`config.mk`:
```
export PLATFORM = sky130hd
export DESIGN_NAME = dp_sweep_ctrl
export DESIGN_NICKNAME = d
export VERILOG_FILES = /design/src/rtl/dps_pkg.sv /design/src/rtl/dps_cell_timer.sv /design/src/rtl/dps_index_ctr.sv /design/src/rtl/dps_size_check.sv /design/src/rtl/dp_sweep_ctrl.sv
export SDC_FILE = /design/constraint.sdc
export NUM_CORES = 1
export LEC_CHECK = 0
export ABC_CLOCK_PERIOD_IN_PS = 39600
export BUFFER_PORTS_ARGS = -buffer_cell sky130_fd_sc_hd__buf_2
export CAP_MARGIN = 20
export CORE_MARGIN = 3
export CORE_UTILIZATION = 44
export DETAILED_ROUTE_END_ITERATION = 8
export PLACE_DENSITY = 0.66
export SETUP_SLACK_MARGIN = 0.4
export SYNTH_ARGS = -nofsm -noshare
export SYNTH_HDL_FRONTEND = slang
export SYNTH_SLANG_ARGS = --single-unit
```
`constraint.sdc`:
```
create_clock -name clk -period 39.6 [get_ports clk]
set_input_delay 3.96 -clock clk [delete_from_list [all_inputs] [get_ports clk]]
set_output_delay 3.96 -clock clk [all_outputs]
set_load 0.01 [all_outputs]
```
`src/rtl/dps_pkg.sv`:
```
package dps_pkg;
  typedef enum logic [2:0] {
    PH_RD_L = 3'd0,
    PH_RD_U = 3'd1,
    PH_RD_D = 3'd2,
    PH_CMP  = 3'd3,
    PH_WR   = 3'd4,
    PH_ADV  = 3'd5
  } phase_e;
endpackage

```
`src/rtl/dps_cell_timer.sv`:
```
module dps_cell_timer
  import dps_pkg::*;
(
  input  logic   clk,
  input  logic   rst,
  input  logic   clr,
  input  logic   run,
  output phase_e ph_q,
  output phase_e ph_d
);
  always_comb begin
    ph_d = ph_q;
    if (clr)
      ph_d = PH_RD_L;
    else if (run)
      ph_d = (ph_q == PH_ADV) ? PH_RD_L : phase_e'(ph_q + 3'd1);
  end

  always_ff @(posedge clk) begin
    if (rst) ph_q <= PH_RD_L;
    else     ph_q <= ph_d;
  end
endmodule

```
`src/rtl/dps_index_ctr.sv`:
```
module dps_index_ctr #(
  parameter int IDX_W  = 16,
  parameter int ADDR_W = 22
) (
  input  logic              clk,
  input  logic              rst,
  input  logic              clr,
  input  logic              step,
  input  logic [IDX_W-1:0]  lim_row,
  input  logic [IDX_W-1:0]  lim_col,
  input  logic [ADDR_W-1:0] stride,
  output logic [IDX_W-1:0]  row_q,
  output logic [IDX_W-1:0]  col_q,
  output logic [IDX_W-1:0]  row_d,
  output logic [IDX_W-1:0]  col_d,
  output logic [ADDR_W-1:0] base_d,
  output logic              last_cell
);
  logic [ADDR_W-1:0] base_q;
  logic              row_end;

  assign row_end   = (col_q == lim_col);
  assign last_cell = row_end && (row_q == lim_row);

  always_comb begin
    row_d  = row_q;
    col_d  = col_q;
    base_d = base_q;
    if (clr) begin
      row_d  = '0;
      col_d  = '0;
      base_d = '0;
    end else if (step) begin
      if (row_end) begin
        col_d = '0;
        if (!last_cell) begin
          row_d  = row_q + 1'b1;
          base_d = base_q + stride;
        end
      end else begin
        col_d = col_q + 1'b1;
      end
    end
  end

  always_ff @(posedge clk) begin
    if (rst) begin
      row_q  <= '0;
      col_q  <= '0;
      base_q <= '0;
    end else begin
      row_q  <= row_d;
      col_q  <= col_d;
      base_q <= base_d;
    end
  end
endmodule

```
`src/rtl/dps_size_check.sv`:
```
module dps_size_check #(
  parameter int IDX_W  = 16,
  parameter int ADDR_W = 22
) (
  input  logic [IDX_W-1:0] len_a,
  input  logic [IDX_W-1:0] len_b,
  output logic             fits
);
  localparam int DIM_W  = IDX_W + 1;
  localparam int PROD_W = 2 * DIM_W;
  localparam logic [PROD_W-1:0] LIMIT = PROD_W'(1) << ADDR_W;

  logic [DIM_W-1:0]  dim_a, dim_b;
  logic [PROD_W-1:0] prod;

  assign dim_a = DIM_W'(len_a) + 1'b1;
  assign dim_b = DIM_W'(len_b) + 1'b1;
  assign prod  = PROD_W'(dim_a) * PROD_W'(dim_b);
  assign fits  = (prod <= LIMIT);
endmodule

```
`src/rtl/dp_sweep_ctrl.sv`:
```
module dp_sweep_ctrl
  import dps_pkg::*;
#(
  parameter int IDX_W  = 16,
  parameter int ADDR_W = 22
) (
  input  logic              clk,
  input  logic              rst,
  input  logic              en,
  input  logic              start,
  input  logic [IDX_W-1:0]  len_a,
  input  logic [IDX_W-1:0]  len_b,
  output logic              busy,
  output logic              done,
  output logic              err,
  output logic [IDX_W-1:0]  row,
  output logic [IDX_W-1:0]  col,
  output logic [ADDR_W-1:0] addr_cur,
  output logic [ADDR_W-1:0] addr_left,
  output logic [ADDR_W-1:0] addr_up,
  output logic [ADDR_W-1:0] addr_diag,
  output logic              rd_stb,
  output logic [1:0]        rd_sel,
  output logic              cmp_stb,
  output logic              wr_stb,
  output logic              bnd_init
);
  logic [IDX_W-1:0]  la_q, lb_q;
  logic [IDX_W-1:0]  row_d, col_d;
  logic [ADDR_W-1:0] base_d, stride, cur_d;
  logic              fits, start_acc, clr, step, last_cell, busy_d, bnd_d;
  phase_e            ph_q, ph_d;

  assign stride    = ADDR_W'(lb_q) + 1'b1;
  assign start_acc = en && start && !busy;
  assign clr       = start_acc && fits;
  assign step      = en && busy && (ph_q == PH_ADV);

  dps_size_check #(.IDX_W(IDX_W), .ADDR_W(ADDR_W)) u_size (
    .len_a(len_a), .len_b(len_b), .fits(fits)
  );

  dps_cell_timer u_timer (
    .clk(clk), .rst(rst), .clr(clr), .run(en && busy),
    .ph_q(ph_q), .ph_d(ph_d)
  );

  dps_index_ctr #(.IDX_W(IDX_W), .ADDR_W(ADDR_W)) u_idx (
    .clk(clk), .rst(rst), .clr(clr), .step(step),
    .lim_row(la_q), .lim_col(lb_q), .stride(stride),
    .row_q(row), .col_q(col), .row_d(row_d), .col_d(col_d),
    .base_d(base_d), .last_cell(last_cell)
  );

  always_comb begin
    busy_d = busy;
    if (clr)                    busy_d = 1'b1;
    else if (step && last_cell) busy_d = 1'b0;
  end

  assign bnd_d = (row_d == '0) || (col_d == '0);
  assign cur_d = base_d + ADDR_W'(col_d);

  always_ff @(posedge clk) begin
    if (rst) begin
      busy      <= 1'b0;
      done      <= 1'b0;
      err       <= 1'b0;
      la_q      <= '0;
      lb_q      <= '0;
      addr_cur  <= '0;
      addr_left <= '0;
      addr_up   <= '0;
      addr_diag <= '0;
      rd_stb    <= 1'b0;
      rd_sel    <= '0;
      cmp_stb   <= 1'b0;
      wr_stb    <= 1'b0;
      bnd_init  <= 1'b0;
    end else begin
      busy <= busy_d;
      if (start_acc) begin
        done <= 1'b0;
        err  <= !fits;
        if (fits) begin
          la_q <= len_a;
          lb_q <= len_b;
        end
      end else if (step && last_cell) begin
        done <= 1'b1;
      end
      addr_cur  <= cur_d;
      addr_left <= bnd_d ? '0 : cur_d - 1'b1;
      addr_up   <= bnd_d ? '0 : cur_d - stride;
      addr_diag <= bnd_d ? '0 : cur_d - stride - 1'b1;
      rd_stb    <= busy_d && !bnd_d && (ph_d <= PH_RD_D);
      rd_sel    <= (busy_d && !bnd_d && (ph_d <= PH_RD_D)) ? ph_d[1:0] : 2'd0;
      cmp_stb   <= busy_d && (ph_d == PH_CMP);
      wr_stb    <= busy_d && (ph_d == PH_WR);
      bnd_init  <= busy_d && bnd_d;
    end
  end
endmodule

```
[Yosys cells after proc, flatten, opt, wreduce, memory -nomap -nowiden]
Index checks and enable logic that the tools add are counted.
Operators by class
  eq/ne operators: 5
  reduce and logical (&&, ||, !) cells: 22
  mux-type cells: 16
  bitwise gates (word level): 1
  add/subtract/negate cells: 11
  magnitude comparators: 2
  multipliers: 1
Operators by type and width (count)
  $mux 16: 7
  $mux 22: 4
  $add 16x1->17 const B: 3
  $sub 22x1->22 const B: 2
  $le 34x23->1 const B: 1
  $mul 17x17->34: 1
  $add 16x1->16 const B: 2
  $eq 16x16->1: 2
  $logic_not 16->1: 2
  $add 22x16->22: 1
  $add 22x17->22: 1
  $sub 22x17->22: 1
  $logic_and 1x1->1: 12
  $mux 3: 3
  $eq 3x3->1 const B: 2
  $reduce_or 2->1: 3
  $add 3x1->3 const B: 1
  $eq 3x2->1 const B: 1
  $le 3x2->1 const B: 1
  $logic_not 1->1: 3
  $mux 1: 2
  $reduce_and 2->1: 1
  $logic_or 1x1->1: 1
  $not 1->1: 1
Word-level totals
  input port bits: 36
  register bits after elaboration: 186

[Depth between registers and ports, before layout]
Gate-level depths: netlist of the first run.
  depth in word-level cells: 13
  mapped depth: 58

[Hierarchy]
Synthesis of the first run repeated with hierarchy kept, for this count alone.
Second synthesis, totals
  cells, all modules: 2570
  area, all modules: 21292.9 µm²
Modules (own cells, without submodules)
  dps_size_check: seq. area each 0.0 µm², cells each 1199, area an instance 10168.5 µm², times used 1
  dp_sweep_ctrl: seq. area each 2582.5 µm², cells each 846, area an instance 7055.5 µm², times used 1
  dps_index_ctr: seq. area each 1081.0 µm², cells each 511, area an instance 3916.3 µm², times used 1
  dps_cell_timer: seq. area each 60.1 µm², cells each 14, area an instance 152.6 µm², times used 1

[Least setup slack after synthesis of the first run]
OpenSTA, ideal clock, no wires.
  path type: input to register
  start: input len_b[0]
  end: register addr_diag[18]
  slack: 22.622 ns
  cell stages on the path: 51
  buffers on the path: 8
  library setup time: 0.117 ns
  data arrival time: 16.861 ns
  path through: ha_1 -> and3_1 -> clkbuf_1 -> nand3_1 -> nor2_1 -> xor2_1 -> clkbuf_1 -> nand2_1 -> fa_1 -> fa_1 -> fa_1 -> fa_1 -> fa_1 -> inv_1 -> fa_1 -> ha_1 -> buf_2 -> nand3_1 -> (+15 left out) -> a21o_1 -> a41o_1 -> a31oi_1 -> nor2_1 -> ha_1 -> a21oi_1 -> o21ai_0 -> nor2_1 -> xor2_1 -> or4b_2 -> or3b_2 -> nand3b_1 -> nor3b_1 -> nand4_1 -> nor3_1 -> mux2i_1 -> xnor2_1 -> nor2_1
Between the ends
  cells in the longest elaborated chain, start to end: 8
  elaborated cells between the ends (all ways): 14
  those cells by class: add/sub: 4; mul: 1; order compare: 1; mux: 3; reduce/logical: 5
RTL lines
  from (decl): line dp_sweep_ctrl.sv:12  | input logic [IDX_W-1:0] len_b,
  $add 16x1->17: line dps_size_check.sv:17  | assign dim_b = DIM_W'(len_b) + 1'b1;
  $mul 17x17->34: line dps_size_check.sv:18  | assign prod = PROD_W'(dim_a) * PROD_W'(dim_b);
  $le 34x23->1: line dps_size_check.sv:19  | assign fits = (prod <= LIMIT);
  $logic_and 1x1->1: line dp_sweep_ctrl.sv:36  | assign clr = start_acc && fits;
  $mux 22: line dps_index_ctr.sv:29  | if (clr) begin
  named net base_d[2]: line dp_sweep_ctrl.sv:30  | logic [ADDR_W-1:0] base_d, stride, cur_d;
  $add 22x16->22: line dp_sweep_ctrl.sv:62  | assign cur_d = base_d + ADDR_W'(col_d);
  named net cur_d[3]: line dp_sweep_ctrl.sv:30
  $sub 22x17->22: line dp_sweep_ctrl.sv:95  | addr_diag <= bnd_d ? '0 : cur_d - stride - 1'b1;
  $sub 22x1->22: line dp_sweep_ctrl.sv:95
  to (signal assigned): line dp_sweep_ctrl.sv:95
  to (decl): line dp_sweep_ctrl.sv:21  | output logic [ADDR_W-1:0] addr_diag,
The timed path passes the listed nets, and every way through them passes these cells.
A chain may end at the register's enable or synchronous reset.

[Worst setup path in the final report of the first run]
  start: input len_b[0]
  end: register addr_diag[18]
Between the ends
  cells in the longest elaborated chain, start to end: 8
  elaborated cells between the ends (all ways): 14
  those cells by class: add/sub: 4; mul: 1; order compare: 1; mux: 3; reduce/logical: 5
RTL lines
  $add 16x1->17: line dps_size_check.sv:17
  $mul 17x17->34: line dps_size_check.sv:18
  $le 34x23->1: line dps_size_check.sv:19
  $logic_and 1x1->1: line dp_sweep_ctrl.sv:36
  $mux 16: line dps_index_ctr.sv:29
  named net col_d[2]: line dp_sweep_ctrl.sv:29  | logic [IDX_W-1:0] row_d, col_d;
  $add 22x16->22: line dp_sweep_ctrl.sv:62
  named net cur_d[3]: line dp_sweep_ctrl.sv:30
  $sub 22x17->22: line dp_sweep_ctrl.sv:95
  $sub 22x1->22: line dp_sweep_ctrl.sv:95
The timed path passes the listed nets, and every way through them passes these cells.

==> results.cfg, run 1 <==
[sta]
fin_hold_ws_ns = 0.468
setup_violations = 0
slew_violations = 0
tns_ns = 0
relSlewSlack_pct = 25.4
period_minus_slack_ns = 19.06
fmax_ghz = 0.0525
rsz0062_at_grt = no
fin_skew_ns = 0.0128
worst_slew_pin_slew_ns = 1.11
hold_viol = 0
fin_crit_sh_pct = 48.1

[yosys]
yosys_warnings = 0
synth_area_leader_cell = fa_1
synth_top_family_by_area = adder cells
synthCells = 2637
synth.area.top_cells = fa_1 (21%), dfxtp_1 (17%), ha_1 (9.6%)
yosysUniqueCellTypes = 99
muxShareOfSynthArea_pct = 1.07
netlist.area_leader.share_pct = 21.1
ys_async_sr_fraction_pct = 0
synth-edff-count = 0
synthSimpleGateAreaFrac_pct = 24.0
synth_xor_area_share_pct = 9.29
synth_ff_type = dfxtp_1
synth_fa_ha_area_share_pct = 30.7
seq_area_frac_synth_pct = 17.3
avgSynthCellArea_sq_um = 8.15
synthesis.nets = 3064
synth-seq-cells = 186
synth_area_sq_um = 21500
synth_compound_area_share_pct = 11.0

[min_path]
holdPathStages = 2
holdCritStartpoint = la_q[12]
hold_end = la_q[12]
hold_path_class = register to register

[final_layout]
stdcell_area_sq_um = 23500
drive_gt1_share_pct = 10.1
final_util_pct = 49.0
area_delta_synth_final_pct = 9.27
instances_no_fill = 3370
layout.nets = 3166

[clocking]
cts_tree = yes
cts_buffers = 17
cts_resized = 0
insertion_delay_ns = 0.46
cts_hold_buf = 0
clkSinkCount = 186
clk_pin_slew_ns = 0.08
clk_path_buf_depth = 2
cts_setup_buffers = 0
cts_max_level = 4
clock-root-buffer = clkbuf_16

[global_route]
grt_overflow = 0
grt.total_usage_pct = 26.9
grt_pass1_vias = 19600
grtUsageMet3_pct = 4.47
globalRoute.busiestLayer = met2
grt_util_met1_pct = 34.8
grt_max_degree = 70
use_met2_pct = 45.1
antenna_found_initial = 3
grt_pass1_wl_mm = 108

[critical_path]
timing.critical_path.mode_cell = fa_1
crit_family = simple AND/OR/NAND/NOR gates
slowest_stage = xor2_1
max_stage_delay_ns = 0.78
ff2ff_path_depth = 26
reg2reg_slack_ns = 30.58
cp_num_buf_inv = 2
start_kind = input port
cp_max_fo = 46
cp.depth = 44
crit_start = len_b[0]
required_ns = 39.92
r2r-start = busy
critPathArrivalTime_ns = 19.37
end_kind = register
critPathKind = input port to register
r2r-end = addr_diag[18]

[routing]
wl_per_cell_um = 20.5
wl_mm = 69.0
viasPerCell = 5.73
drc = 0
num_vias = 19300
final_antenna_net_count = 0
drtIter0Drc = 1605
dr.pass1.iters = 8

[die]
num_rows = 80
die_area_sq_um = 51500
start_util_pct = 44.8
core_sq_um = 47900
die_h_um = 227
io_pins = 165
die_w_um = 227

[pwr]
p_leak_uw = 0.0110
ir_worst_vdd_mv = 0.113
power_density_nw_per_um2 = 83.8

[place]
portBuffers = 164
routabilityCongestion = 0.978
place_hpwl_mm = 56.7
dp_cells = 3332
place_area_sq_um = 22800

[job]
maxCapViolations = 0

[status]
status = finished, final reports clean
[cells in the mapped netlist (all sizes together), types with 14 or more instances]
library cell / n
nand2: 312
nor2: 346
a21oi: 118
clkbuf: 83
xnor2: 99
o21bai: 14
nor2b: 42
xor2: 128
nor3: 67
o21a: 16
nor4: 16
ha: 165
nand2b: 33
fa: 226
nand4: 37
inv: 262
a31oi: 16
a21o: 25
buf: 27
mux2i: 17
o21ai: 65
and2: 28
or3: 20
dfxtp: 186
o211ai: 16
nand3: 78
and3: 47
[per-layer routing]
layer  up-vias  part of all wire [%]
met4         0                   4.0
met3       156                   7.1
met2       726                    47
li1       8909                     -
met5         -                     0
met1      9518                    42
[logic make-up (layout without fill, tap and decap cells)]
family,count (synthesis),count (layout)
AO/OA/AOI/OAI,354,354
XOR/XNOR,227,227
adder cells (fa/ha/maj),391,391
buffers and inverters,372,487
flip-flops,186,186
multiplexers,22,22
other,0,3
AND/OR/NAND/NOR,1085,1085
[registers in the layout, indices dropped and copies added (netlist names)]
register	count
addr_up	22
addr_diag	22
done	1
lb_q	16
u_idx.row_q	16
u_idx.base_q	22
cmp_stb	1
err	1
busy	1
wr_stb	1
bnd_init	1
u_timer.ph_q	3
rd_sel	2
rd_stb	1
addr_cur	22
addr_left	22
la_q	16
u_idx.col_q	16
[power by group]
group          internal, uW  switching (uW)  total [uW]
registers               189            3.41         193
clock network          86.4            90.5         177
logic                   584            1010        1600
[through the flow]
stage | setup WS [ns] | power (uW)
5_1_grt | 19.48 | 2150
3_5_place_dp | 20.31 | 1760
4_1_cts | 20.74 | 1950
2_1_floorplan | 22.62 | 1420
3_3_place_gp | 20.71 | 1750
6_report | 20.54 | 1970
[cell type report]
cell class              count  area [sq um]
flip-flops and latches    186          3720
multi-input cells        2079         16300
well taps                 615           769
diodes                      3          7.51
inverters                 262           983
fillers                  4630         24500
clock buffers              17           425
repair buffers            193          1040
clock inverters            15           191
[placed cells by master (no fill, tap or decap), types with 5 or more instances in the layout]
| cell type | count |
|---|---|
| inv_1 | 261 |
| xor2_1 | 127 |
| nor2b_1 | 42 |
| mux2i_1 | 16 |
| o22ai_1 | 8 |
| buf_4 | 27 |
| nor2_1 | 346 |
| or2_2 | 11 |
| and4_1 | 13 |
| nor4_1 | 13 |
| dfxtp_1 | 186 |
| o21ai_1 | 11 |
| xnor2_1 | 99 |
| nand2_1 | 312 |
| a21oi_1 | 115 |
| a21o_1 | 25 |
| nand4_1 | 37 |
| a31oi_1 | 16 |
| clkinv_8 | 6 |
| o21a_1 | 16 |
| nand2b_1 | 33 |
| o21bai_1 | 14 |
| or3_1 | 20 |
| and3_1 | 46 |
| o2111ai_1 | 7 |
| a211oi_1 | 6 |
| clkbuf_16 | 17 |
| buf_2 | 165 |
| nor3_1 | 66 |
| o211ai_1 | 15 |
| nor3b_1 | 6 |
| fa_1 | 226 |
| ha_1 | 165 |
| o21ai_0 | 54 |
| nand3b_1 | 8 |
| nand3_1 | 76 |
| a211oi_2 | 5 |
| and2_1 | 28 |
[how the worst max path moves through the flow]
stage,to,slack (ns)
floorplan,addr_diag[18],22.62
global placement,addr_diag[18],20.71
detailed placement,addr_diag[18],20.31
CTS,addr_diag[18],20.74
global route,addr_diag[18],19.48
finish,addr_diag[18],20.54
[worst min-delay path, stage by stage (launching register included)]
cell and delay [ns]:
dfxtp_1 0.33, nand2_1 0.05, a21oi_1 0.05
Power figures use the tool's default switching activity.
==> inputs of run 2 (changes only) <==
--- a/config.mk
+++ b/config.mk
@@ -5,7 +5,7 @@
 export SDC_FILE = /design/constraint.sdc
 export NUM_CORES = 1
 export LEC_CHECK = 0
-export ABC_CLOCK_PERIOD_IN_PS = 39600
+export ABC_CLOCK_PERIOD_IN_PS = 18300
 export BUFFER_PORTS_ARGS = -buffer_cell sky130_fd_sc_hd__buf_2
 export CAP_MARGIN = 20
 export CORE_MARGIN = 3
==> constraint.sdc (replaced) <==
create_clock -name clk -period 18.3 [get_ports clk]
set_input_delay 1.83 -clock clk [delete_from_list [all_inputs] [get_ports clk]]
set_output_delay 1.83 -clock clk [all_outputs]
set_load 0.01 [all_outputs]
==> run 2 against run 1 <==
Net effect:
- combinational power increased by 120%
- worst setup slack got worse by 19 ns
- register-to-register slack got worse by 21 ns
- critical path depth decreased by 1
- sequential share of layout area about the same
- highest routed layer is now met5
==> results.cfg, run 2 (synthesis results as in run 1) <==
[pwr]
p_leak_uw = 0.0110
ir_worst_vdd_mv = 0.235
p_comb_share_pct = 81.1
pwr-share-seq_pct = 9.7
intPower_uw = 1860
power_frac_clock_pct = 9.1
power_switching_uw = 2410
power_density_nw_per_um2 = 182
p_sw_share_pct = 56.4

[place]
place_hpwl_mm = 56.8
routabilityCongestion = 0.969
dp_cells = 3335
portBuffers = 164

[critical_path]
cp_max_fo = 35
ff2ff_path_depth = 25
cp_num_buf_inv = 2
end_kind = register
r2r-start = lb_q[12]
critPathKind = input port to register
crit_family = simple AND/OR/NAND/NOR gates
required_ns = 18.62
start_kind = input port
max_stage_delay_ns = 0.86
slowest_stage = xor2_1
reg2reg_slack_ns = 9.44
r2r-end = addr_diag[21]
critPathArrivalTime_ns = 16.77
cp.depth = 43

[clocking]
cts_tree = yes
cts_hold_buf = 0
clock-root-buffer = clkbuf_16
cts_max_level = 4
cts_setup_buffers = 0
clkSinkCount = 186
cts_buffers = 17
clk_path_buf_depth = 2
clk_pin_slew_ns = 0.08
cts_resized = 0
insertion_delay_ns = 0.46

[die]
io_pins = 165
die_area_sq_um = 51500
die_w_um = 227
start_util_pct = 44.8
num_rows = 80
die_h_um = 227
core_sq_um = 47900

[min_path]
holdCritStartpoint = la_q[5]
hold_path_class = register to register
hold_end = la_q[5]
holdPathStages = 2

[sta]
slew_violations = 0
worst_slew_pin_slew_ns = 1.12
fin_hold_ws_ns = 0.468
relSlewSlack_pct = 25.1
fin_skew_ns = 0.0132
fmax_ghz = 0.0608
fin_crit_sh_pct = 89.9
tns_ns = 0
rsz0062_at_grt = no
setup_violations = 0
hold_viol = 0
period_minus_slack_ns = 16.45

[routing]
wl_mm = 69.2
viasPerCell = 5.71
final_antenna_net_count = 0
dr.pass1.iters = 7
num_vias = 19300
wl_per_cell_um = 20.5
drc = 0
drtIter0Drc = 1641

[final_layout]
final_cell_mix = nor2_1 (346), nand2_1 (312), inv_1 (261)
layout_commonest_cell = nor2_1
area_delta_synth_final_pct = 9.40
drive_gt1_share_pct = 10.2
nFillCells = 4700
instances_no_fill = 3371
layout.nets = 3169
final_util_pct = 49.0

[global_route]
antenna_found_initial = 2
grt_max_degree = 70
grt.total_usage_pct = 26.9
grt_pass1_wl_mm = 108
grt_pass1_vias = 19200
grt_overflow = 0

[job]
maxCapViolations = 0

[status]
status = finished, final reports clean
==> run 2: cell types whose count changed in the layout (fill, tap and decap cells not counted) <==
cell / delta
inv_12: +3
clkinv_8: -1
buf_4: +5
buf_6: -1
inv_8: -1
clkinv_4: -1
diode_2: -2
buf_2: -1
==> run 2: power groups by stage <==
stage,clock [uW],sequential (uW),combinational [uW]
CTS,396,417,3410
detailed placement,0,427,3400
finish,390,417,3470
global route,410,418,3850
global placement,0,426,3380
floorplan,0,424,2650
==> run 2: area by class of cell <==
class                   count  area (sq um)  area share, %
diodes                      1          2.50         0.0106
clock buffers              17           425           1.81
clock inverters            15           204          0.867
inverters                 262           983           4.18
multi-input cells        2079         16300           69.5
flip-flops and latches    186          3720           15.8
well taps                 615           769           3.27
repair buffers            196          1060           4.51
==> run 2: how the worst max path moves through the flow <==
stage,from,endpoint,slack [ns]
CTS,len_b[0],addr_diag[21],2.16
detailed placement,len_b[0],addr_diag[21],1.75
global route,len_b[0],addr_diag[21],0.90
floorplan,len_b[0],addr_diag[18],3.45
finish,len_b[0],addr_diag[21],1.85
global placement,len_b[0],addr_diag[18],2.04
==> run 2: worst register-to-register path, delay by kind of cell (launching register included) <==
family	cells	cell delay, ns
AO/OA/AOI/OAI	3	0.81
XOR/XNOR	3	0.60
adder cells (fa/ha/maj)	2	0.80
flip-flops	1	0.64
multiplexers	1	0.47
AND/OR/NAND/NOR	16	5.41
==> run 2: through the flow <==
step	cell area, sq um	total power, uW	worst slack [ns]
CTS	23500	4220	2.16
floorplan	21500	3070	3.45
detailed placement	22900	3820	1.75
global placement	22900	3800	2.04
global route	23500	4670	0.900
finish	23500	4280	1.85
==> run 2: metal layers <==
layer  global-route usage (%)  share of wire [%]  up-vias
li1                         -                  -     8917
met1                     35.3                 42     9419
met2                     45.7                 47      790
met3                     4.50                7.5      134
met4                     7.87                3.2        2
met5                        0              0.014        -
